--- src/rtl/sarx_pkg.sv ---
package sarx_pkg;
  typedef enum logic [1:0] {
    FMT_I2S  = 2'b00,
    FMT_LJ   = 2'b01,
    FMT_RJ24 = 2'b10,
    FMT_RJ16 = 2'b11
  } sarx_fmt_e;
endpackage

--- src/rtl/sarx_sync.sv ---
module sarx_sync #(
  parameter int STAGES = 2,
  parameter int W      = 3
) (
  input  logic         clk,
  input  logic         rst_n,
  input  logic [W-1:0] d,
  output logic [W-1:0] q
);
  logic [W-1:0] st_q [STAGES];

  generate
    for (genvar g = 0; g < STAGES; g++) begin : g_stage
      always_ff @(posedge clk or negedge rst_n) begin
        if (!rst_n) st_q[g] <= '0;
        else if (g == 0) st_q[g] <= d;
        else st_q[g] <= st_q[(g == 0) ? 0 : g-1];
      end
    end
  endgenerate

  assign q = st_q[STAGES-1];
endmodule

--- src/rtl/sarx_front.sv ---
module sarx_front #(
  parameter int SYNC_STAGES = 2
) (
  input  logic clk,
  input  logic rst_n,
  input  logic sclk,
  input  logic lrck,
  input  logic sdin,
  output logic bit_stb,
  output logic bit_sd,
  output logic lr_edge,
  output logic lr_prev
);
  logic [2:0] raw, syn;
  logic       s_sclk, s_lr;
  logic       sclk_dq, lr_prev_q, primed_q;
  logic       lr_prev_d, primed_d;

  assign raw = {sclk, lrck, sdin};

  sarx_sync #(.STAGES(SYNC_STAGES), .W(3)) u_sync (
    .clk(clk), .rst_n(rst_n), .d(raw), .q(syn)
  );

  assign s_sclk  = syn[2];
  assign s_lr    = syn[1];
  assign bit_sd  = syn[0];
  assign bit_stb = s_sclk & ~sclk_dq;
  assign lr_edge = bit_stb & primed_q & (s_lr != lr_prev_q);
  assign lr_prev = lr_prev_q;

  always_comb begin
    lr_prev_d = lr_prev_q;
    primed_d  = primed_q;
    if (bit_stb) begin
      lr_prev_d = s_lr;
      primed_d  = 1'b1;
    end
  end

  always_ff @(posedge clk or negedge rst_n) begin
    if (!rst_n) begin
      sclk_dq   <= 1'b0;
      lr_prev_q <= 1'b0;
      primed_q  <= 1'b0;
    end else begin
      sclk_dq   <= s_sclk;
      lr_prev_q <= lr_prev_d;
      primed_q  <= primed_d;
    end
  end
endmodule

--- src/rtl/sarx_deser.sv ---
module sarx_deser
  import sarx_pkg::*;
#(
  parameter int WORD_W = 24
) (
  input  logic              clk,
  input  logic              rst_n,
  input  logic              bit_stb,
  input  logic              bit_sd,
  input  logic              lr_edge,
  input  sarx_fmt_e         fmt_cur,
  output logic [WORD_W-1:0] cap,
  output logic [WORD_W-1:0] tail
);
  localparam int CNT_W = $clog2(WORD_W + 2);
  localparam logic [CNT_W-1:0] SAT = CNT_W'(WORD_W + 1);

  logic [CNT_W-1:0]  cnt_q, cnt_d, idx;
  logic [WORD_W-1:0] cap_q, cap_d, tail_q, tail_d;

  always_comb begin
    cnt_d  = cnt_q;
    cap_d  = cap_q;
    tail_d = tail_q;
    idx    = lr_edge ? '0 : cnt_q;
    if (bit_stb) begin
      tail_d = {tail_q[WORD_W-2:0], bit_sd};
      if (lr_edge) begin
        cap_d = '0;
        cnt_d = CNT_W'(1);
      end else if (cnt_q != SAT) begin
        cnt_d = cnt_q + CNT_W'(1);
      end
      for (int k = 0; k < WORD_W; k++) begin
        if ((fmt_cur == FMT_I2S && idx == CNT_W'(k + 1)) ||
            (fmt_cur == FMT_LJ  && idx == CNT_W'(k)))
          cap_d[WORD_W-1-k] = bit_sd;
      end
    end
  end

  always_ff @(posedge clk or negedge rst_n) begin
    if (!rst_n) begin
      cnt_q  <= SAT;
      cap_q  <= '0;
      tail_q <= '0;
    end else begin
      cnt_q  <= cnt_d;
      cap_q  <= cap_d;
      tail_q <= tail_d;
    end
  end

  assign cap  = cap_q;
  assign tail = tail_q;
endmodule

--- src/rtl/serial_audio_rx.sv ---
module serial_audio_rx
  import sarx_pkg::*;
#(
  parameter int WORD_W      = 24,
  parameter int SHORT_W     = 16,
  parameter int SYNC_STAGES = 2
) (
  input  logic              clk,
  input  logic              rst_n,
  input  logic [1:0]        fmt_sel,
  input  logic              sclk,
  input  logic              lrck,
  input  logic              sdin,
  output logic              smp_valid,
  output logic              smp_left,
  output logic [WORD_W-1:0] smp_data
);
  localparam int EXT_W = WORD_W - SHORT_W;

  logic              bit_stb, bit_sd, lr_edge, lr_prev;
  logic [WORD_W-1:0] cap, tail, word;
  sarx_fmt_e         fmt_act_q, fmt_act_d, fmt_cur, ofmt_q, ofmt_d;
  logic              armed_q, armed_d, vld_q, vld_d, left_q, left_d, emit;
  logic [WORD_W-1:0] data_q, data_d;

  sarx_front #(.SYNC_STAGES(SYNC_STAGES)) u_front (
    .clk(clk), .rst_n(rst_n), .sclk(sclk), .lrck(lrck), .sdin(sdin),
    .bit_stb(bit_stb), .bit_sd(bit_sd), .lr_edge(lr_edge), .lr_prev(lr_prev)
  );

  assign fmt_cur = lr_edge ? sarx_fmt_e'(fmt_sel) : fmt_act_q;

  sarx_deser #(.WORD_W(WORD_W)) u_deser (
    .clk(clk), .rst_n(rst_n), .bit_stb(bit_stb), .bit_sd(bit_sd),
    .lr_edge(lr_edge), .fmt_cur(fmt_cur), .cap(cap), .tail(tail)
  );

  always_comb begin
    unique case (fmt_act_q)
      FMT_I2S, FMT_LJ: word = cap;
      FMT_RJ24:        word = tail;
      default:         word = {{EXT_W{tail[SHORT_W-1]}}, tail[SHORT_W-1:0]};
    endcase
  end

  assign emit = lr_edge & armed_q;

  always_comb begin
    fmt_act_d = lr_edge ? sarx_fmt_e'(fmt_sel) : fmt_act_q;
    armed_d   = armed_q | lr_edge;
    vld_d     = emit;
    left_d    = left_q;
    data_d    = data_q;
    ofmt_d    = ofmt_q;
    if (emit) begin
      left_d = (fmt_act_q == FMT_I2S) ? ~lr_prev : lr_prev;
      data_d = word;
      ofmt_d = fmt_act_q;
    end
  end

  always_ff @(posedge clk or negedge rst_n) begin
    if (!rst_n) begin
      fmt_act_q <= FMT_I2S;
      armed_q   <= 1'b0;
      vld_q     <= 1'b0;
      left_q    <= 1'b0;
      data_q    <= '0;
      ofmt_q    <= FMT_I2S;
    end else begin
      fmt_act_q <= fmt_act_d;
      armed_q   <= armed_d;
      vld_q     <= vld_d;
      left_q    <= left_d;
      data_q    <= data_d;
      ofmt_q    <= ofmt_d;
    end
  end

  assign smp_valid = vld_q;
  assign smp_left  = left_q;
  assign smp_data  = data_q;
endmodule

--- config.mk ---
export PLATFORM = sky130hd
export DESIGN_NAME = serial_audio_rx
export DESIGN_NICKNAME = d
export VERILOG_FILES = /design/src/rtl/sarx_pkg.sv /design/src/rtl/sarx_sync.sv /design/src/rtl/sarx_front.sv /design/src/rtl/sarx_deser.sv /design/src/rtl/serial_audio_rx.sv
export SDC_FILE = /design/constraint.sdc
export NUM_CORES = 1
export LEC_CHECK = 0
export BUFFER_PORTS_ARGS = -buffer_cell sky130_fd_sc_hd__buf_2
export CORE_MARGIN = 4
export CORE_UTILIZATION = 37
export CTS_BUF_LIST = sky130_fd_sc_hd__clkbuf_2
export CTS_CLUSTER_DIAMETER = 40
export DETAILED_ROUTE_END_ITERATION = 16
export GPL_ROUTABILITY_DRIVEN = 0
export GPL_TIMING_DRIVEN = 1
export PLACE_DENSITY_LB_ADDON = 0.3
export SLEW_MARGIN = 20
export SYNTH_ARGS = -nofsm -noshare
export SYNTH_HDL_FRONTEND = slang
export SYNTH_SLANG_ARGS = --single-unit
--- constraint.sdc ---
create_clock -name clk -period 2.2 [get_ports clk]
set_input_delay 0.33 -clock clk [delete_from_list [all_inputs] [get_ports clk]]
set_output_delay 0.33 -clock clk [all_outputs]
set_load 0.03 [all_outputs]
======== After elaboration in Yosys (flattened, before gate mapping) ========
Cells that the tools add are included.
W data, S select, Z words.
word-level totals
  register bits ........................... 91
  bits in latches ......................... 0
  memory bits (writable) .................. 0
  bits in read-only memories .............. 0
  input port bits ......................... 7
  output and inout port bits .............. 26
  logic and storage cells ................. 230
  memories kept ........................... 0
operators by class
  add/sub/neg operators ................... 1
  $mul .................................... 0
  divide/modulo/power cells ............... 0
  magnitude comparators ................... 0
  equality and inequality tests ........... 29
  shift operators ......................... 0
  multiplexer cells ....................... 31
  bitwise gates (word level) .............. 7
  reduce and logical (&&, ||, !) cells .... 126
operators with widths
  kind                   number
  $reduce_and A2 Y1      25
  $reduce_bool A2 Y1     25
  $logic_and A1 B1 Y1    48
  $pmux W24 S2           1
  $eq A5 B5 Y1 const B   9
  $eq A5 B4 Y1 const B   8
  $mux W1                25
  $logic_or A1 B1 Y1     24
  $mux W24               1
  $eq A5 B3 Y1 const B   4
  $mux W5                3
  $eq A5 B2 Y1 const B   2
  $add A5 B1 Y5 const B  1
  $eq A5 B1 Y1 const B   1
  $logic_not A5 Y1       1
  $ne A5 B5 Y1 const B   1
  $and A1 B1 Y1          4
  $eq A2 B1 Y1 const B   2
  $logic_not A2 Y1       2
  $eq A2 B2 Y1 const B   1
  $mux W2                1
  $not A1 Y1             2
  $reduce_or A2 Y1       1
  $ne A1 B1 Y1           1
  $or A1 B1 Y1           1

======== Logic depth before layout (Yosys ltp) ========
Gate-level depths: netlist (run 1).
  depth after elaboration ................. 10
  depth in mapped cells ................... 7

======== Cells and area by module ========
A second synthesis (run 1) with hierarchy kept.
unflattened totals
  cells, all modules ...................... 387
  area total of the unflattened synthesis .. 4416.7 sq um
by module, submodules not included
  module           times used  cells each  area each (sq um)
  sarx_deser       1           238         2655.0
  serial_audio_rx  1           132         1462.7
  sarx_sync        1           9           172.7
  sarx_front       1           8           126.4

======== Least setup slack after synthesis (run 1) ========
No wires, ideal clock.
  kind .................................... reg-to-reg
  from .................................... register u_deser.cnt_q[0]
  to ...................................... register u_deser.cap_q[8], in the netlist u_deser.cap[8]
  library setup time ...................... 0.080 ns
  arrival time ............................ 1.650 ns
  slack ................................... 0.470 ns
  cell stages (with the launch flop) ...... 6
  path buffers ............................ 1
  clock period less this slack ............ 1.730 ns
  cells stage by stage .................... dfstp_2 -> buf_2 -> and3_1 -> or3b_1 -> a211oi_2 -> mux2i_1
on the way
  cells in the longest elaborated chain, start to end .. 6
  elaborated cells on any way between the ends .. 9
  classes of those cells .................. eq/ne: 2; mux: 2; reduce/logical: 5
RTL lines
  what                                                 line                                RTL
  start: declaration                                   sarx_deser.sv:18                    logic [CNT_W-1:0] cnt_q, cnt_d, idx;
  start signal: assignment                             sarx_deser.sv:48                    cnt_q <= cnt_d;
  $mux W5 *                                            sarx_deser.sv:25                    idx = lr_edge ? '0 : cnt_q;
  $eq A5 B5 Y1 / $eq A5 B4 Y1 (equally long branches)  sarx_deser.sv:35, sarx_deser.sv:36
  $logic_and A1 B1 Y1 (on tied branches)               sarx_deser.sv:35, sarx_deser.sv:36
  $logic_or A1 B1 Y1 *                                 sarx_deser.sv:35                    if ((fmt_cur == FMT_I2S && idx == CNT_W'(k + 1)) ||
  $reduce_bool A2 Y1 (no line)                         --
  $reduce_and A2 Y1 (no line)                          --
  end signal: assignment                               sarx_deser.sv:49                    cap_q <= cap_d;
  end: declaration                                     sarx_deser.sv:19                    logic [WORD_W-1:0] cap_q, cap_d, tail_q, tail_d;
Mark *: on every way between the ends. The rest lies on a longest branch, timed or not.
A chain may end at the register's enable or synchronous reset.

======== Worst setup path after layout (run 1) ========
  from .................................... register u_front.u_sync.st_q, in the netlist u_front.u_sync.q[2]
  to ...................................... register u_deser.cnt_q[4]
on the way
  cells in the longest elaborated chain, start to end .. 5
  elaborated cells on any way between the ends .. 6
  classes of those cells .................. mux: 1; bitwise: 3; reduce/logical: 2
RTL lines
  what                              line              RTL
  start: declaration                sarx_sync.sv:10   logic [W-1:0] st_q [STAGES];
  start signal: indexed assignment  sarx_sync.sv:17   else st_q[g] <= st_q[(g == 0) ? 0 : g-1];
  $and A1 B1 Y1 *                   sarx_front.sv:28  assign bit_stb = s_sclk & ~sclk_dq;
  $and A1 B1 Y1 (2 in a row)        sarx_front.sv:29  assign lr_edge = bit_stb & primed_q & (s_lr != lr_prev_q);
  $reduce_bool A2 Y1 (no line)      --
  $reduce_and A2 Y1 (no line)       --
Marked as above.

==> metrics.txt, run 1 <==
# TYPE chip_impl_metric gauge
chip_impl_metric{name="die_area",unit="mm²"} 0.0130
chip_impl_metric{name="ys_seq_area_frac",unit=""} 0.547
chip_impl_info{name="grt_setup_unrepaired",value="false"} 1
chip_impl_metric{name="ios",unit=""} 33
chip_impl_metric{name="critical_path_buf_inv_count",unit=""} 1
chip_impl_metric{name="worst_pin_slew",unit="ns"} 0.537
chip_impl_metric{name="finish.cell_count_without_fillers",unit=""} 595
chip_impl_metric{name="finalCritPeriodShare",unit=""} 0.795
chip_impl_metric{name="swShare",unit=""} 0.384
chip_impl_metric{name="cts_max_path_buffers",unit=""} 2
chip_impl_metric{name="area_growth_syn_to_layout",unit="%"} 11.8
chip_impl_metric{name="detail_route.drc_violations",unit=""} 0
chip_impl_metric{name="dp.final_hpwl",unit="µm"} 6320
chip_impl_info{name="cp_cell_sequence",value="nor2b_2 -> buf_4 -> nand2_1 -> or3_1 -> a21oi_1"} 1
chip_impl_metric{name="groute.usage.overall",unit=""} 0.149
chip_impl_metric{name="cts.clk_slew.worst_paths",unit="ns"} 0.25
chip_impl_metric{name="max_cap_viols",unit=""} 0
chip_impl_info{name="worst_path_dominant_cell_family",value="simple AND/OR/NAND/NOR gates"} 1
chip_impl_metric{name="synth_edf_count",unit=""} 0
chip_impl_metric{name="p_per_area",unit="mW/mm²"} 921
chip_impl_metric{name="ff2ff_setup_slack",unit="ns"} 0.45
chip_impl_metric{name="dp.cells",unit=""} 573
chip_impl_metric{name="worst_r2r_path_depth",unit=""} 5
chip_impl_metric{name="routed_via_density",unit=""} 5.06
chip_impl_metric{name="clock_tree.htree_level_count",unit=""} 3
chip_impl_metric{name="power.leakage",unit="nW"} 2.38
chip_impl_metric{name="num_cts_buffers",unit=""} 9
chip_impl_metric{name="timing.clock.skew",unit="ns"} 0.0406
chip_impl_metric{name="tritoncts_num_sinks",unit=""} 91
chip_impl_metric{name="clock_share_of_power",unit=""} 0.189
chip_impl_info{name="run_status",value="complete, no violations"} 1
chip_impl_metric{name="worst-path-max-fanout",unit=""} 13
chip_impl_metric{name="maxSlewViolCount",unit=""} 0
chip_impl_metric{name="antenna_found_initial",unit=""} 0
chip_impl_metric{name="cp_slowest_stage_delay",unit="ns"} 0.44
chip_impl_metric{name="cts_resized",unit=""} 0
chip_impl_info{name="setup.worst_path.end_class",value="flip-flop"} 1
chip_impl_metric{name="layout_net_count",unit=""} 459
chip_impl_metric{name="vias",unit=""} 3009
chip_impl_metric{name="arrival",unit="ns"} 2.28
chip_impl_metric{name="rows",unit=""} 38
chip_impl_metric{name="post_synth_num_cell_types",unit=""} 49
chip_impl_metric{name="netlist.area_leader.share",unit=""} 0.528
chip_impl_info{name="cell_types_with_the_highest_counts_after_synthesis",value="nand2_1 (116), dfrtp_1 (88), mux2i_1 (39)"} 1
chip_impl_metric{name="synthArstFlopShare",unit=""} 1.00
chip_impl_metric{name="power_frac_seq",unit=""} 0.512
chip_impl_metric{name="mappedNetlistArea",unit="mm²"} 0.00417
chip_impl_metric{name="yosysWarningCount",unit=""} 0
chip_impl_metric{name="finalHoldViolCount",unit=""} 0
chip_impl_metric{name="switching_power",unit="mW"} 1.65
chip_impl_info{name="worstReg2RegStart",value="u_front.u_sync.q[2]"} 1
chip_impl_metric{name="drt_first_iter_violations",unit=""} 210
chip_impl_metric{name="clock.fmax",unit="MHz"} 572
chip_impl_info{name="synth-main-ff-cell",value="dfrtp_1"} 1
chip_impl_metric{name="post_synth_inst_count",unit=""} 416
chip_impl_metric{name="final_period_minus_worst_setup_slack",unit="ns"} 1.75
chip_impl_metric{name="max-vdd-ir-drop",unit="V"} 0.000563
chip_impl_metric{name="clock_latency",unit="ns"} 0.57
chip_impl_metric{name="place.port_buffers",unit=""} 32
chip_impl_info{name="synth.most_common_cell",value="nand2_1"} 1
chip_impl_info{name="r2r_end",value="u_deser.cnt_q[4]"} 1
chip_impl_metric{name="detail_route.wl_per_cell",unit="µm"} 15.4
chip_impl_info{name="path_class",value="reg2reg"} 1
chip_impl_metric{name="first_pass_grt_wire_length",unit="µm"} 15200
chip_impl_metric{name="number_of_iterations_in_the_first_detailed_routing_pass",unit=""} 5
chip_impl_info{name="critical-path-slowest-cell",value="dfrtp_1"} 1
chip_impl_info{name="startpoint_type",value="flip-flop"} 1
chip_impl_metric{name="die_height",unit="µm"} 114
chip_impl_metric{name="critPathRequiredTime",unit="ns"} 2.73
chip_impl_metric{name="layout-drive-gt1-share",unit=""} 0.169
chip_impl_metric{name="final_antenna_net_count",unit=""} 0
chip_impl_info{name="synth.largest_area_cell",value="dfrtp_1"} 1
chip_impl_metric{name="n_antenna_cell",unit=""} 0
chip_impl_metric{name="maximum_number_of_pins_on_one_net_before_global_route_repair",unit=""} 42
chip_impl_metric{name="grt_pass1_vias",unit=""} 2952
chip_impl_metric{name="syn-num-nets",unit=""} 425
chip_impl_metric{name="core_region_area",unit="mm²"} 0.0109
chip_impl_metric{name="die_w",unit="µm"} 114
chip_impl_metric{name="power_report.internal_total",unit="mW"} 2.64
chip_impl_metric{name="power_frac_comb",unit=""} 0.299
chip_impl_metric{name="relSlewSlack",unit=""} 0.642
chip_impl_metric{name="fin_hold_ws",unit="ns"} 0.232
chip_impl_metric{name="initial_utilization",unit=""} 0.381
chip_impl_metric{name="syn_avg_cell_area",unit="µm²"} 10.0
chip_impl_metric{name="finalSetupTns",unit="ns"} 0
chip_impl_info{name="hold_class",value="in2async"} 1
chip_impl_info{name="cts_root_buffer",value="clkbuf_2"} 1
chip_impl_info{name="tritoncts",value="done"} 1
chip_impl_metric{name="grt-ovfl-total",unit=""} 0
chip_impl_metric{name="finalSetupViolations",unit=""} 0
chip_impl_metric{name="yosys_register_bits",unit=""} 91
chip_impl_info{name="synth.area.top_cells",value="dfrtp_1 (53%), nand2_1 (10%), mux2i_1 (9.4%)"} 1
chip_impl_metric{name="totalWireLength",unit="µm"} 9150
state kept, by name, indices dropped and copies added, names as in the netlist:
register,count
u_deser.cap,24
u_front.u_sync.st_q,3
u_deser.tail,24
u_deser.cnt_q,5
u_front.u_sync.q,3
u_front.primed_q,1
armed_q,1
fmt_act_q,2
u_front.lr_prev,1
smp_valid,1
u_front.sclk_dq,1
smp_data,24
smp_left,1
metrics by stage:
step           utilization  power, mW  area [µm²]  worst slack (ns)
5_1_grt              0.426       4.57        4660             0.338
3_5_place_dp         0.411       3.51        4490             0.451
6_report             0.426       4.29        4660             0.450
3_3_place_gp         0.411       3.49        4490             0.483
4_1_cts              0.426       4.34        4660             0.418
2_1_floorplan            -       3.13        4170             0.470
routing by layer:
layer  vias up  GRT usage  wire length [µm]
met5         -          0                 0
met4         0     0.0523               180
met3        18     0.0349               407
met2        82      0.220              3950
met1      1436      0.214              4610
li1       1473          -                 -
power by group through the flow:
stage                     Combinational, mW  Clock, mW  Sequential [mW]
after global placement                 1.28          0             2.21
final                                  1.28      0.811             2.20
after global routing                   1.41      0.917             2.24
after floorplan                       0.755          0             2.37
after CTS                              1.30      0.850             2.20
after detailed placement               1.29          0             2.23
how the worst max path moves through the flow:
stage	start	endpoint	slack (ns)	cells after the start
3_3_place_gp	u_deser.cnt_q[0]	u_deser.cap[8]	0.48	4
6_report	u_front.u_sync.q[2]	u_deser.cnt_q[4]	0.45	5
2_1_floorplan	u_deser.cnt_q[0]	u_deser.cap[8]	0.47	5
3_5_place_dp	u_front.u_sync.q[2]	u_deser.cap[23]	0.45	4
5_1_grt	u_front.u_sync.q[2]	u_deser.cnt_q[4]	0.34	5
4_1_cts	u_front.u_sync.q[2]	u_deser.cap[23]	0.42	4
what timing repair did:
item	CTS	global route
hold endpoints to repair	45	0
hold buffers	6	0
setup buffers	0	0
layout make-up:
type                       instances  area [µm²]
clock buffer                      10        50.0
sequential                        91        2280
fill                            1096        6280
multi-input combinational        290        1730
inverter                           6        22.5
tap                              140         175
clock inverter                     6        56.3
timing repair buffer              52         340
cells by family after synthesis:
family	share of synthesized area
AOI/OAI and AO/OA	0.0877
xor gates and xnor gates	0.0123
adders and majority gates	0.00600
buffers and inverters	0.0375
DFF	0.547
muxes	0.0937
and+or+nand+nor	0.216
placed cells by master, fill, tap and decap left out, types with 3 or more instances in the layout:
master / netlist / routed
dlygate4sd3_1: 0 / 6
a21oi_1: 10 / 10
nand4_1: 12 / 12
buf_4: 0 / 14
clkbuf_2: 1 / 10
dfrtp_1: 88 / 88
inv_1: 5 / 5
a21o_1: 8 / 8
nand4b_1: 3 / 3
nor2_1: 24 / 24
o21ai_0: 21 / 21
o211ai_1: 5 / 5
mux2i_1: 39 / 39
dfstp_2: 3 / 3
nand2_1: 116 / 116
buf_2: 13 / 31
nand3_1: 6 / 6
a211oi_1: 8 / 8
clkinv_1: 1 / 3
Note: power is estimated with default switching activity, not from simulation.
==> inputs of run 2 (changes only) <==
- clock period: 2.2 -> 1.5 ns (I/O delays scaled with it)
==> metrics.txt, run 2 (synthesis results as in run 1) <==
# TYPE chip_impl_metric gauge
chip_impl_metric{name="groute.usage.overall",unit=""} 0.159
chip_impl_metric{name="dp.cells",unit=""} 610
chip_impl_metric{name="core_region_area",unit="mm²"} 0.0109
chip_impl_metric{name="die_height",unit="µm"} 114
chip_impl_metric{name="post-layout-total-power",unit="mW"} 7.01
chip_impl_metric{name="power_report.internal_total",unit="mW"} 4.32
chip_impl_metric{name="vias",unit=""} 3242
chip_impl_info{name="run_status",value="complete, but fails checks"} 1
chip_impl_info{name="startpoint_type",value="flip-flop"} 1
chip_impl_metric{name="cts_max_path_buffers",unit=""} 2
chip_impl_metric{name="area_growth_syn_to_layout",unit="%"} 27.9
chip_impl_info{name="final_cell_mix",value="nand2_1 (107), dfrtp_1 (83), buf_4 (47)"} 1
chip_impl_info{name="cp_cell_sequence",value="and3_4 -> or3b_4 -> a211oi_2 -> mux2i_1"} 1
chip_impl_metric{name="first_pass_grt_wire_length",unit="µm"} 16500
chip_impl_metric{name="relSlewSlack",unit=""} 0.702
chip_impl_metric{name="n_antenna_cell",unit=""} 0
chip_impl_info{name="worst_path_dominant_cell_family",value="flip-flops"} 1
chip_impl_metric{name="clock.fmax",unit="MHz"} 610
chip_impl_metric{name="number_of_iterations_in_the_first_detailed_routing_pass",unit=""} 4
chip_impl_metric{name="arrival",unit="ns"} 2.14
chip_impl_metric{name="initial_utilization",unit=""} 0.381
chip_impl_info{name="hold_class",value="in2async"} 1
chip_impl_metric{name="critPathRequiredTime",unit="ns"} 1.99
chip_impl_metric{name="final_antenna_net_count",unit=""} 0
chip_impl_metric{name="grt_pass1_vias",unit=""} 3256
chip_impl_metric{name="finalHoldViolCount",unit=""} 0
chip_impl_info{name="failing_checks",value="negative setup slack"} 1
chip_impl_metric{name="switching_power",unit="mW"} 2.69
chip_impl_metric{name="swShare",unit=""} 0.384
chip_impl_info{name="critical-path-slowest-cell",value="dfstp_2"} 1
chip_impl_metric{name="layout_setup_ws",unit="ns"} -0.140
chip_impl_metric{name="clock_tree.htree_level_count",unit=""} 3
chip_impl_metric{name="grt-ovfl-total",unit=""} 0
chip_impl_metric{name="layout-drive-gt1-share",unit=""} 0.323
chip_impl_metric{name="post_dp_cell_area",unit="mm²"} 0.00483
chip_impl_info{name="layout.cells.most_common",value="nand2_1"} 1
chip_impl_metric{name="num_cts_buffers",unit=""} 9
chip_impl_info{name="grt_setup_unrepaired",value="true"} 1
chip_impl_metric{name="finish.cell_count_without_fillers",unit=""} 641
chip_impl_metric{name="antenna_found_initial",unit=""} 0
chip_impl_info{name="cts_root_buffer",value="clkbuf_2"} 1
chip_impl_metric{name="finalCritPeriodShare",unit=""} 1.09
chip_impl_metric{name="totalWireLength",unit="µm"} 9940
chip_impl_metric{name="place.port_buffers",unit=""} 32
chip_impl_metric{name="power_frac_seq",unit=""} 0.454
chip_impl_metric{name="worst-path-max-fanout",unit=""} 3
chip_impl_metric{name="tritoncts_num_sinks",unit=""} 91
chip_impl_metric{name="cts.clk_slew.worst_paths",unit="ns"} 0.27
chip_impl_metric{name="max_cap_viols",unit=""} 0
chip_impl_metric{name="clock_share_of_power",unit=""} 0.179
chip_impl_metric{name="clock_latency",unit="ns"} 0.56
chip_impl_metric{name="power.leakage",unit="nW"} 2.67
chip_impl_metric{name="detail_route.drc_violations",unit=""} 0
chip_impl_metric{name="filler_cell_count",unit=""} 1048
chip_impl_metric{name="final_core_util",unit=""} 0.487
chip_impl_metric{name="drt_first_iter_violations",unit=""} 172
chip_impl_metric{name="routed_via_density",unit=""} 5.06
chip_impl_metric{name="die_area",unit="mm²"} 0.0130
chip_impl_metric{name="fin_hold_ws",unit="ns"} 0.104
chip_impl_metric{name="critical_path_buf_inv_count",unit=""} 0
chip_impl_metric{name="ios",unit=""} 33
chip_impl_metric{name="cp_slowest_stage_delay",unit="ns"} 0.59
chip_impl_metric{name="rows",unit=""} 38
chip_impl_metric{name="timing.clock.skew",unit="ns"} 0.0351
chip_impl_metric{name="dp.final_hpwl",unit="µm"} 6910
chip_impl_metric{name="worst_pin_slew",unit="ns"} 0.448
chip_impl_metric{name="power_frac_comb",unit=""} 0.367
chip_impl_metric{name="detail_route.wl_per_cell",unit="µm"} 15.5
chip_impl_metric{name="maximum_number_of_pins_on_one_net_before_global_route_repair",unit=""} 31
chip_impl_metric{name="finalSetupViolations",unit=""} 24
chip_impl_metric{name="die_w",unit="µm"} 114
chip_impl_info{name="setup.worst_path.end_class",value="flip-flop"} 1
chip_impl_metric{name="layout_net_count",unit=""} 505
chip_impl_info{name="tritoncts",value="done"} 1
chip_impl_metric{name="final_period_minus_worst_setup_slack",unit="ns"} 1.64
chip_impl_metric{name="maxSlewViolCount",unit=""} 0
chip_impl_info{name="path_class",value="reg2reg"} 1
chip_impl_metric{name="max-vdd-ir-drop",unit="V"} 0.000840
chip_impl_metric{name="pre_cts_ws",unit="ns"} -0.100
chip_impl_metric{name="p_per_area",unit="mW/mm²"} 1320
chip_impl_metric{name="cell_area_after_layout",unit="mm²"} 0.00533
chip_impl_metric{name="finalSetupTns",unit="ns"} -1.69
-- run 2: area by class of cell --
type                    count  area (µm²)  share of cell area
well taps                 140         175              0.0329
clock buffers              10        50.0             0.00939
multi-input cells         290        1920               0.361
repair buffers             98         808               0.152
flip-flops and latches     91        2290               0.429
inverters                   6        22.5             0.00423
clock inverters             6        65.1              0.0122
-- run 2: path summary, 6_finish.rpt --
kind                                              from                     end  slack, ns  cells after the start
max in group asynchronous                        rst_n         u_deser.cap[15]       0.85                      3
worst max register to register        u_deser.cnt_q[0]          u_deser.cap[8]      -0.14                      4
worst max-delay path                  u_deser.cnt_q[0]          u_deser.cap[8]      -0.14                      4
worst min-delay path                             rst_n        u_deser.cnt_q[1]       0.10                      2
worst min register to register  u_front.u_sync.st_q[3]     u_front.u_sync.q[0]       0.39                      0
min in group clk                                  lrck  u_front.u_sync.st_q[4]       0.27                      2
-- run 2: layer usage --
metal / up-vias / GRT usage / share of wire
li1: 1569 / - / -
met2: 73 / 0.235 / 0.46
met4: 0 / 0.0570 / 0.020
met3: 16 / 0.0322 / 0.041
met5: - / 0 / 0
met1: 1584 / 0.232 / 0.48
-- run 2: worst register-to-register path, delay by kind of cell, from the launching register on --
kind	cells	cell delay, ns
flops	1	0.59
simple gates	2	0.58
compound gates	1	0.21
mux	1	0.20
-- run 2: timing repair --
action	4_1_cts	5_1_grt
setup buffers	5	1
endpoints found under the setup margin	34	53
hold buffers	6	0
endpoints found under the hold margin	96	0
cloned	1	2
pin swaps	4	16
gates resized for setup	21	55
-- run 2: power groups by stage --
| stage | Sequential (mW) | Combinational [mW] | Clock (mW) |
|---|---|---|---|
| after floorplan | 3.48 | 1.14 | 0 |
| after global placement | 3.19 | 2.24 | 0 |
| after detailed placement | 3.20 | 2.29 | 0 |
| after CTS | 3.16 | 2.42 | 1.29 |
| after global routing | 3.25 | 2.79 | 1.39 |
| final | 3.18 | 2.57 | 1.26 |
==> inputs of run 3 (changes only) <==
- ABC_AREA: default -> 1
- PLACE_DENSITY: default -> 0.64
- PLACE_DENSITY_LB_ADDON: 0.3 -> default
==> metrics.txt, run 3 <==
# TYPE chip_impl_metric gauge
chip_impl_metric{name="mappedNetlistArea",unit="mm²"} 0.00453
chip_impl_metric{name="p_per_area",unit="mW/mm²"} 1430
chip_impl_metric{name="critPathRequiredTime",unit="ns"} 2.00
chip_impl_metric{name="antenna_found_initial",unit=""} 0
chip_impl_metric{name="num_cts_buffers",unit=""} 9
chip_impl_metric{name="finalSetupViolations",unit=""} 51
chip_impl_metric{name="timing.clock.skew",unit="ns"} 0.0274
chip_impl_metric{name="layout-drive-gt1-share",unit=""} 0.251
chip_impl_metric{name="syn-num-nets",unit=""} 570
chip_impl_metric{name="worst-path-max-fanout",unit=""} 11
chip_impl_metric{name="max_cap_viols",unit=""} 0
chip_impl_metric{name="clock.fmax",unit="MHz"} 581
chip_impl_metric{name="maxSlewViolCount",unit=""} 0
chip_impl_metric{name="drt_first_iter_violations",unit=""} 289
chip_impl_metric{name="clock_tree.htree_level_count",unit=""} 3
chip_impl_metric{name="cts.clk_slew.worst_paths",unit="ns"} 0.23
chip_impl_metric{name="pre_cts_ws",unit="ns"} -0.205
chip_impl_metric{name="number_of_iterations_in_the_first_detailed_routing_pass",unit=""} 4
chip_impl_info{name="path_class",value="reg2reg"} 1
chip_impl_info{name="startpoint_type",value="flip-flop"} 1
chip_impl_metric{name="final_antenna_net_count",unit=""} 0
chip_impl_metric{name="yosysWarningCount",unit=""} 0
chip_impl_info{name="run_status",value="complete, but fails checks"} 1
chip_impl_metric{name="layout_net_count",unit=""} 637
chip_impl_metric{name="maximum_number_of_pins_on_one_net_before_global_route_repair",unit=""} 32
chip_impl_metric{name="ys_seq_area_frac",unit=""} 0.504
chip_impl_metric{name="grt-ovfl-total",unit=""} 0
chip_impl_info{name="tritoncts",value="done"} 1
chip_impl_metric{name="area_growth_syn_to_layout",unit="%"} 24.3
chip_impl_metric{name="final_period_minus_worst_setup_slack",unit="ns"} 1.72
chip_impl_metric{name="grt_pass1_vias",unit=""} 3723
chip_impl_info{name="synth-main-ff-cell",value="dfrtp_1"} 1
chip_impl_metric{name="detail_route.drc_violations",unit=""} 0
chip_impl_metric{name="layout_setup_ws",unit="ns"} -0.220
chip_impl_metric{name="synthArstFlopShare",unit=""} 1.00
chip_impl_metric{name="die_area",unit="mm²"} 0.0141
chip_impl_metric{name="totalWireLength",unit="µm"} 10100
chip_impl_metric{name="power.leakage",unit="nW"} 2.73
chip_impl_info{name="grt_busiest_layer",value="met2"} 1
chip_impl_metric{name="arrival",unit="ns"} 2.22
chip_impl_metric{name="max-vdd-ir-drop",unit="V"} 0.000406
chip_impl_metric{name="rows",unit=""} 40
chip_impl_info{name="synth.area.top_cells",value="dfrtp_1 (49%), nand2_1 (16%), nand3_1 (5.2%)"} 1
chip_impl_info{name="hold_class",value="in2async"} 1
chip_impl_info{name="synth.largest_area_cell",value="dfrtp_1"} 1
chip_impl_metric{name="first_pass_grt_wire_length",unit="µm"} 17700
chip_impl_metric{name="syn_avg_cell_area",unit="µm²"} 8.07
chip_impl_metric{name="groute.usage.overall",unit=""} 0.153
chip_impl_metric{name="finalHoldViolCount",unit=""} 0
chip_impl_metric{name="synth_edf_count",unit=""} 0
chip_impl_info{name="cell_types_with_the_highest_counts_after_synthesis",value="nand2_1 (193), dfrtp_1 (88), inv_1 (59)"} 1
chip_impl_metric{name="routed_via_density",unit=""} 4.90
chip_impl_info{name="cts_root_buffer",value="clkbuf_2"} 1
chip_impl_metric{name="grt.met3_usage",unit=""} 0.0306
chip_impl_metric{name="n_antenna_cell",unit=""} 0
chip_impl_metric{name="vias",unit=""} 3825
chip_impl_info{name="layout.cells.most_common",value="nand2_1"} 1
chip_impl_metric{name="grt.met2_usage",unit=""} 0.251
chip_impl_metric{name="core_region_area",unit="mm²"} 0.0120
chip_impl_metric{name="fin_hold_ws",unit="ns"} 0.0502
chip_impl_metric{name="worst_pin_slew",unit="ns"} 0.359
chip_impl_metric{name="tritoncts_num_sinks",unit=""} 91
chip_impl_info{name="final_cell_mix",value="nand2_1 (178), dfrtp_1 (87), inv_1 (53)"} 1
chip_impl_metric{name="finalCritPeriodShare",unit=""} 1.15
chip_impl_metric{name="netlist.area_leader.share",unit=""} 0.486
chip_impl_metric{name="die_w",unit="µm"} 119
chip_impl_metric{name="post_synth_inst_count",unit=""} 561
chip_impl_metric{name="ios",unit=""} 33
chip_impl_info{name="failing_checks",value="negative setup slack"} 1
chip_impl_metric{name="initial_utilization",unit=""} 0.377
chip_impl_metric{name="clock_latency",unit="ns"} 0.58
chip_impl_info{name="synth.most_common_cell",value="nand2_1"} 1
chip_impl_info{name="setup.worst_path.end_class",value="flip-flop"} 1
chip_impl_metric{name="yosys_register_bits",unit=""} 91
chip_impl_info{name="grt_setup_unrepaired",value="true"} 1
chip_impl_metric{name="relSlewSlack",unit=""} 0.760
chip_impl_metric{name="post_synth_num_cell_types",unit=""} 38
chip_impl_metric{name="die_height",unit="µm"} 119
chip_impl_metric{name="place.port_buffers",unit=""} 32
chip_impl_metric{name="cts_max_path_buffers",unit=""} 2
chip_impl_metric{name="grt_util_met1",unit=""} 0.196
chip_impl_metric{name="dp.final_hpwl",unit="µm"} 7180
chip_impl_metric{name="detail_route.wl_per_cell",unit="µm"} 12.9
chip_impl_metric{name="filler_cell_count",unit=""} 1189
## run 3: worst paths after layout
path	cells past startpoint	slack (ns)	start	endpoint
worst min-delay path	2	0.05	rst_n	u_front.u_sync.st_q[4]
min in group clk	4	0.06	fmt_sel[0]	fmt_act_q[0]
worst max-delay path	13	-0.22	u_front.sclk_dq	u_deser.cap[0]
worst max register to register	13	-0.22	u_front.sclk_dq	u_deser.cap[0]
max in group asynchronous	3	0.93	rst_n	u_deser.cnt_q[3]
worst min register to register	0	0.39	u_front.u_sync.st_q[5]	u_front.u_sync.q[2]
## run 3: worst max-delay path: stages, from the launching register on
cell     delay [ns]
dfrtp_1        0.43
inv_2          0.06
nand2_4        0.06
nor2_8         0.13
nand2_4        0.10
nand2_4        0.09
nand2_4        0.07
nor2_4         0.17
buf_12         0.15
nand2_1        0.06
nand2_2        0.09
nand2_2        0.06
o21ai_2        0.12
inv_1          0.05
## run 3: metrics by stage
stage | cells | util | TNS [ns] | total power, mW | instance area, µm²
after detailed placement | 748 | 0.429 | -5.47 | 6.28 | 5150
after global routing | 780 | 0.468 | -13.52 | 8.58 | 5630
final | 780 | 0.468 | -7.27 | 8.03 | 5630
after global placement | 748 | 0.429 | -4.18 | 6.20 | 5150
after CTS | 773 | 0.457 | -6.22 | 7.94 | 5490
after floorplan | 561 | - | -1.35 | 5.38 | 4610
## run 3: cells by family (layout without fill, tap and decap cells)
family	after synthesis	count (layout)	synth area share
AND/OR/NAND/NOR	284	284	0.273
flip-flops	91	91	0.504
buffers and inverters	89	161	0.0829
AO/OA/AOI/OAI	85	85	0.110
multiplexers	9	9	0.0224
adder cells (fa/ha/maj)	2	2	0.00553
XOR/XNOR	1	1	0.00193
## run 3: layout make-up
cell class	count	area [µm²]	area share
flip-flops and latches	91	2280	0.406
multi-input cells	381	2070	0.367
repair buffers	84	727	0.129
inverters	61	231	0.0411
well taps	147	184	0.0327
clock inverters	7	91.3	0.0162
clock buffers	9	45.0	0.00801
## run 3: what timing repair did
item                                    4_1_cts  5_1_grt
setup buffers                                 3        8
gates resized for setup                      25       41
pin swaps                                     9       13
hold endpoints to repair                     93        0
hold buffers                                  5        0
gates cloned                                  1        0
endpoints found under the setup margin       52       61
## run 3: routing by layer
metal | up-vias | part of all wire | wire [µm]
met5 | - | 0 | 0
met4 | 0 | 0.016 | 166
met3 | 15 | 0.034 | 346
met2 | 61 | 0.50 | 5020
met1 | 1830 | 0.45 | 4530
li1 | 1919 | - | -
## run 3: power by group
part           leakage (nW)  total (mW)  internal [mW]  switching [mW]
Sequential             1.16        3.32           2.99           0.333
Combinational          1.49        3.29           1.28            2.01
Clock                0.0837        1.42          0.550           0.866
Total                  2.73        8.03           4.82            3.21
